<file path="src/rtl/cpu_irq_pkg.sv">
package cpu_irq_pkg;

  typedef enum logic [1:0] {
    SEL_PEND = 2'd0,
    SEL_CLR  = 2'd1,
    SEL_SET  = 2'd2,
    SEL_NONE = 2'd3
  } word_sel_e;

endpackage

</file>
<file path="src/rtl/irq_pend_regs.sv">
module irq_pend_regs
  import cpu_irq_pkg::*;
#(
  parameter int unsigned LVL_N  = 16,
  parameter int unsigned WORD_W = 2 * LVL_N
) (
  input  logic              clk,
  input  logic              rst_n,
  input  logic              wr_en,
  input  logic [1:0]        word_sel,
  input  logic [WORD_W-1:0] wr_data,
  input  logic              timer_in,
  input  logic              lvl15_in,
  output logic [WORD_W-1:0] pend_q
);

  localparam int unsigned SOFT_LO = LVL_N + 1;
  localparam int unsigned SOFT_N  = WORD_W - SOFT_LO;
  localparam int unsigned L15_BIT = LVL_N - 1;

  logic [SOFT_N-1:0] soft_q, soft_d;
  logic              soft_en;
  logic              l15_q, l15_d;
  logic              l15_prev_q;
  logic              tmr_q;
  logic              l15_rise, l15_fall;
  logic              is_set, is_clr;

  assign is_set   = wr_en && (word_sel == SEL_SET);
  assign is_clr   = wr_en && (word_sel == SEL_CLR);
  assign soft_en  = is_set || is_clr;
  assign l15_rise = lvl15_in && !l15_prev_q;
  assign l15_fall = !lvl15_in && l15_prev_q;

  always_comb begin
    soft_d = soft_q;
    if (is_set) soft_d = soft_q | wr_data[WORD_W-1:SOFT_LO];
    if (is_clr) soft_d = soft_q & ~wr_data[WORD_W-1:SOFT_LO];
  end

  // Edge on the broadcast input overrides a software clear in the same cycle.
  always_comb begin
    l15_d = l15_q;
    if (is_clr && wr_data[L15_BIT]) l15_d = 1'b0;
    if (l15_rise)      l15_d = 1'b1;
    else if (l15_fall) l15_d = 1'b0;
  end

  always_ff @(posedge clk or negedge rst_n) begin
    if (!rst_n) begin
      soft_q <= '0;
    end else if (soft_en) begin
      soft_q <= soft_d;
    end
  end

  always_ff @(posedge clk or negedge rst_n) begin
    if (!rst_n) begin
      l15_q      <= 1'b0;
      l15_prev_q <= 1'b0;
      tmr_q      <= 1'b0;
    end else begin
      l15_q      <= l15_d;
      l15_prev_q <= lvl15_in;
      tmr_q      <= timer_in;
    end
  end

  assign pend_q = {soft_q, 1'b0, l15_q, tmr_q, {(LVL_N-2){1'b0}}};

endmodule

</file>
<file path="src/rtl/irq_read_port.sv">
module irq_read_port
  import cpu_irq_pkg::*;
#(
  parameter int unsigned LVL_N  = 16,
  parameter int unsigned WORD_W = 2 * LVL_N
) (
  input  logic              clk,
  input  logic              rst_n,
  input  logic              rd_en,
  input  logic [1:0]        word_sel,
  input  logic [WORD_W-1:0] pend_q,
  input  logic [LVL_N-1:0]  hard_raw,
  input  logic              is_target,
  output logic [WORD_W-1:0] rd_data
);

  localparam int unsigned HARD_HI = LVL_N - 3;
  localparam int unsigned PAD_W   = WORD_W - HARD_HI - 1;

  logic [HARD_HI-1:0] hard_vis;
  logic [WORD_W-1:0]  view;
  logic [WORD_W-1:0]  rd_d;

  assign hard_vis = is_target ? hard_raw[HARD_HI:1] : '0;
  assign view     = pend_q | {{PAD_W{1'b0}}, hard_vis, 1'b0};

  always_comb begin
    rd_d = '0;
    if (word_sel == SEL_PEND) rd_d = view;
  end

  always_ff @(posedge clk or negedge rst_n) begin
    if (!rst_n) begin
      rd_data <= '0;
    end else if (rd_en) begin
      rd_data <= rd_d;
    end
  end

endmodule

</file>
<file path="src/rtl/irq_prio_enc.sv">
module irq_prio_enc #(
  parameter int unsigned LVL_N = 16,
  parameter int unsigned LVL_W = $clog2(LVL_N)
) (
  input  logic [LVL_N-1:0] vec,
  output logic [LVL_W-1:0] idx
);

  always_comb begin
    idx = '0;
    for (int i = 1; i < LVL_N; i++) begin
      if (vec[i]) idx = LVL_W'(i);
    end
  end

endmodule

</file>
<file path="src/rtl/irq_level_merge.sv">
module irq_level_merge #(
  parameter int unsigned LVL_N  = 16,
  parameter int unsigned WORD_W = 2 * LVL_N,
  parameter int unsigned LVL_W  = $clog2(LVL_N)
) (
  input  logic              clk,
  input  logic              rst_n,
  input  logic [WORD_W-1:0] pend_q,
  input  logic [LVL_N-1:0]  hard_req,
  input  logic              master_dis,
  output logic [LVL_N-1:0]  req_lvl,
  output logic [LVL_W-1:0]  irl
);

  localparam int unsigned SOFT_LO = LVL_N + 1;
  localparam int unsigned TMR_BIT = LVL_N - 2;
  localparam int unsigned L15_BIT = LVL_N - 1;

  logic [LVL_N-1:0] soft_lvl;
  logic [LVL_N-1:0] req_d;
  logic [LVL_W-1:0] irl_d;

  assign soft_lvl = {pend_q[WORD_W-1:SOFT_LO], 1'b0};
  assign req_d[0] = 1'b0;

  for (genvar l = 1; l < LVL_N; l++) begin : g_lvl
    if (l == TMR_BIT || l == L15_BIT) begin : g_bypass
      assign req_d[l] = hard_req[l] | soft_lvl[l] | (pend_q[l] & !master_dis);
    end else begin : g_plain
      assign req_d[l] = hard_req[l] | soft_lvl[l];
    end
  end

  irq_prio_enc #(.LVL_N(LVL_N), .LVL_W(LVL_W)) u_enc (
    .vec (req_d),
    .idx (irl_d)
  );

  always_ff @(posedge clk or negedge rst_n) begin
    if (!rst_n) begin
      req_lvl <= '0;
      irl     <= '0;
    end else begin
      req_lvl <= req_d;
      irl     <= irl_d;
    end
  end

endmodule

</file>
<file path="src/rtl/cpu_irq_slice.sv">
module cpu_irq_slice #(
  parameter int unsigned LVL_N  = 16,
  parameter int unsigned WORD_W = 2 * LVL_N,
  parameter int unsigned LVL_W  = $clog2(LVL_N)
) (
  input  logic              clk,
  input  logic              rst_n,
  input  logic [1:0]        word_sel,
  input  logic              rd_en,
  input  logic              wr_en,
  input  logic [WORD_W-1:0] wr_data,
  output logic [WORD_W-1:0] rd_data,
  input  logic              timer_in,
  input  logic              lvl15_in,
  input  logic [LVL_N-1:0]  hard_req,
  input  logic [LVL_N-1:0]  hard_raw,
  input  logic              is_target,
  input  logic              master_dis,
  output logic [LVL_N-1:0]  req_lvl,
  output logic [LVL_W-1:0]  irl
);

  logic [WORD_W-1:0] pend_q;

  irq_pend_regs #(.LVL_N(LVL_N), .WORD_W(WORD_W)) u_regs (
    .clk      (clk),
    .rst_n    (rst_n),
    .wr_en    (wr_en),
    .word_sel (word_sel),
    .wr_data  (wr_data),
    .timer_in (timer_in),
    .lvl15_in (lvl15_in),
    .pend_q   (pend_q)
  );

  irq_read_port #(.LVL_N(LVL_N), .WORD_W(WORD_W)) u_rd (
    .clk       (clk),
    .rst_n     (rst_n),
    .rd_en     (rd_en),
    .word_sel  (word_sel),
    .pend_q    (pend_q),
    .hard_raw  (hard_raw),
    .is_target (is_target),
    .rd_data   (rd_data)
  );

  irq_level_merge #(.LVL_N(LVL_N), .WORD_W(WORD_W), .LVL_W(LVL_W)) u_merge (
    .clk        (clk),
    .rst_n      (rst_n),
    .pend_q     (pend_q),
    .hard_req   (hard_req),
    .master_dis (master_dis),
    .req_lvl    (req_lvl),
    .irl        (irl)
  );

endmodule

</file>
<file path="config.mk">
export PLATFORM = sky130hd
export DESIGN_NAME = cpu_irq_slice
export DESIGN_NICKNAME = d
export VERILOG_FILES = /design/src/rtl/cpu_irq_pkg.sv /design/src/rtl/irq_pend_regs.sv /design/src/rtl/irq_read_port.sv /design/src/rtl/irq_prio_enc.sv /design/src/rtl/irq_level_merge.sv /design/src/rtl/cpu_irq_slice.sv
export SDC_FILE = /design/constraint.sdc
export NUM_CORES = 1
export LEC_CHECK = 0
export BUFFER_PORTS_ARGS = -buffer_cell sky130_fd_sc_hd__buf_2
export CORE_ASPECT_RATIO = 2
export CORE_UTILIZATION = 25
export DETAILED_ROUTE_END_ITERATION = 7
export PLACE_DENSITY = 0.47
export SYNTH_ARGS = -nofsm -noshare
export SYNTH_HDL_FRONTEND = slang
export SYNTH_HIERARCHICAL = 1
export SYNTH_SLANG_ARGS = --single-unit
</file>
<file path="constraint.sdc">
create_clock -name clk -period 4.1 [get_ports clk]
set_input_delay 0.41 -clock clk [delete_from_list [all_inputs] [get_ports clk]]
set_output_delay 0.41 -clock clk [all_outputs]
set_load 0.005 [all_outputs]
</file>
==> flow_summary.ini <==
[global_route]
grt_max_degree = 70
grt_pass1_wl_um = 12400
grt_usage_pct = 13.6
grt_pass1_vias = 2408
antenna_found_initial = 0
gr-total-overflow = 0

[power]
cellLeakagePower_uw = 0.00185
switching_power_uw = 398
combPwrFrac_pct = 11.0
swShare_pct = 23.6
power_density_mw_per_mm2 = 447
ir_drop_mv = 0.183
seqPwrFrac_pct = 44.5
power_frac_clock_pct = 44.5
p_int_uw = 1280

[clocking]
post_cts_resized = 0
ctsHtreeMaxLevel = 3
ctsHoldBuffers = 0
clk_latency_ns = 0.33
clk_path_buf_depth = 2
post_cts_buffers = 0
cts_inserted_buffers = 9
cts_root_buffer = clkbuf_16
clk_pin_slew_ns = 0.05
clock_sinks = 69
cts_tree = built

[critical_path]
critPathMaxFanout = 5
path_class = flop to flop
cp_cell_sequence = or2_1 -> nor2_1 -> o21ai_0 -> a311o_1
crit_required_ns = 4.30
startpoint_type = flop
cpMaxStageDelayCell = dfrtp_1
cpPeakStageDelay_ns = 0.41
critical-path-top-delay-family = simple AND/OR/NAND/NOR gates
worst-path-buf-inv = 0
crit_path_end_kind = flop
cp_data_arrival_time_ns = 1.83

[detailed_routing]
drt_drc_violations_left = 0
avgViaCountPerCell = 4.60
drtIter0Drc = 86
vias = 2322
antenna_left = 0
drt_wl_total_um = 7830
wire_per_inst_um = 15.5
drt_pass1_iterations = 4

[floorplan]
ios = 126
core_area_mm2 = 0.0114
die_y_um = 155
start_util_pct = 25.8
row_count = 55
dieArea_mm2 = 0.0122
chipWidth_um = 78.6

[placed_design]
io_buffers = 104
dpl.cell_count = 489
dpl.hpwl_um = 5740
gp_congestion = 0.715

[synthesis]
synth_warnings = 6
synth_top_area_cell = dfrtp_1
ys_types = 32
avgSynthCellArea_um2 = 11.2
synth_edf_count = 0
syn_area_mm2 = 0.00293
synthCells = 261
ys_top_cells_by_count = dfrtp_1, a21oi_1, nor2_1
synth_most_common_cell = dfrtp_1
seq_area_frac_synth_pct = 58.9
synth_flop_cell = dfrtp_1
synth_top_area_share_pct = 58.9
ys_async_sr_fraction_pct = 100
yosys-top-cells-area = dfrtp_1, a22o_1, buf_4, a21oi_1, o2bb2ai_1
ys_ff_latch = 69

[timing]
tns_ns = 0
maxSlewHeadroom_pct = 25.8
setup_viol = 0
finClkSkew_ns = 0.00744
period_share_pct = 39.7
period_minus_slack_ns = 1.63
tightest_slew_ns = 1.11
finalHoldViolCount = 0
rsz0062_at_grt = false
slew_viol_final = 0
max_clock_freq_ghz = 0.615

[final_layout]
diodes = 0
final_util_pct = 33.2
drive_above_1_share_pct = 33.9
nets = 433
area_growth_pct = 28.5
fin_cells = 505

[flow_run]
drv_cap = 0

[hold_path]
hp-class = primary input to async pin

[status]
status = completed
## layer usage
metal	track usage, %	routed length (µm)
met2	23.6	4030
met3	3.46	374
met5	0	0
met4	8.29	355
met1	14.5	3070
## layout by cell type (no fill, tap or decap), types with 5 or more instances in the layout
cell / n
nor2_1: 25
inv_1: 5
clkbuf_16: 9
nand3_1: 16
a31oi_1: 16
buf_2: 103
o2bb2ai_1: 13
a22o_1: 19
dfrtp_1: 69
a21oi_1: 28
conb_1: 16
or2_1: 13
## cells by family after synthesis
kind of cell / Yosys count / synth area share, %
AOI/OAI and AO/OA: 85 / 20.5
adders and majority gates: 1 / 0.427
buffers and inverters: 38 / 8.03
DFF: 69 / 58.9
muxes: 1 / 0.384
other: 2 / 0.256
and+or+nand+nor: 65 / 11.5
## worst reg2reg max path, cell delays in order, from the launching register on
cell,delay (ns)
dfrtp_1,0.41
or2_1,0.31
nor2_1,0.24
o21ai_0,0.15
a311o_1,0.38
## metrics by stage
stage	hold WS, ns	setup slack [ns]	power, µW	cell area, µm²
after floorplan	0.114	2.65	862	2980
after global placement	0.468	2.21	945	3470
after detailed placement	0.472	2.23	949	3470
after CTS	0.206	2.47	1710	3770
after global routing	0.204	2.39	1760	3770
final	0.192	2.47	1680	3770
## power by group through the flow
stage | clock, µW | sequential (µW) | combinational (µW)
CTS | 768 | 749 | 189
floorplan | 0 | 759 | 103
detailed placement | 0 | 761 | 188
global placement | 0 | 760 | 185
global route | 797 | 755 | 208
finish | 748 | 749 | 184
## layout make-up
type / count / area, µm²
well taps: 142 / 178
flip-flops and latches: 69 / 1730
multi-input cells: 168 / 1020
clock buffers: 11 / 243
repair buffers: 104 / 523
clock inverters: 5 / 50.0
fillers: 1191 / 7590
inverters: 6 / 25.0
## final timing paths
path | start | end | slack (ns) | cells after the start
setup reg to reg | flop | u_merge/irl[1] | 2.47 | 4
min in group clk | lvl15_in | u_regs/l15_prev_q | 0.22 | 1
max in group asynchronous | rst_n | u_rd/rd_data[16] | 3.33 | 1
hold / removal | rst_n | u_merge/req_lvl[2] | 0.19 | 1
hold reg to reg | u_rd/rd_data[6] | u_rd/rd_data[6] | 0.48 | 1
setup / recovery | flop | u_merge/irl[1] | 2.47 | 4
(Power assumes the default switching activity.)
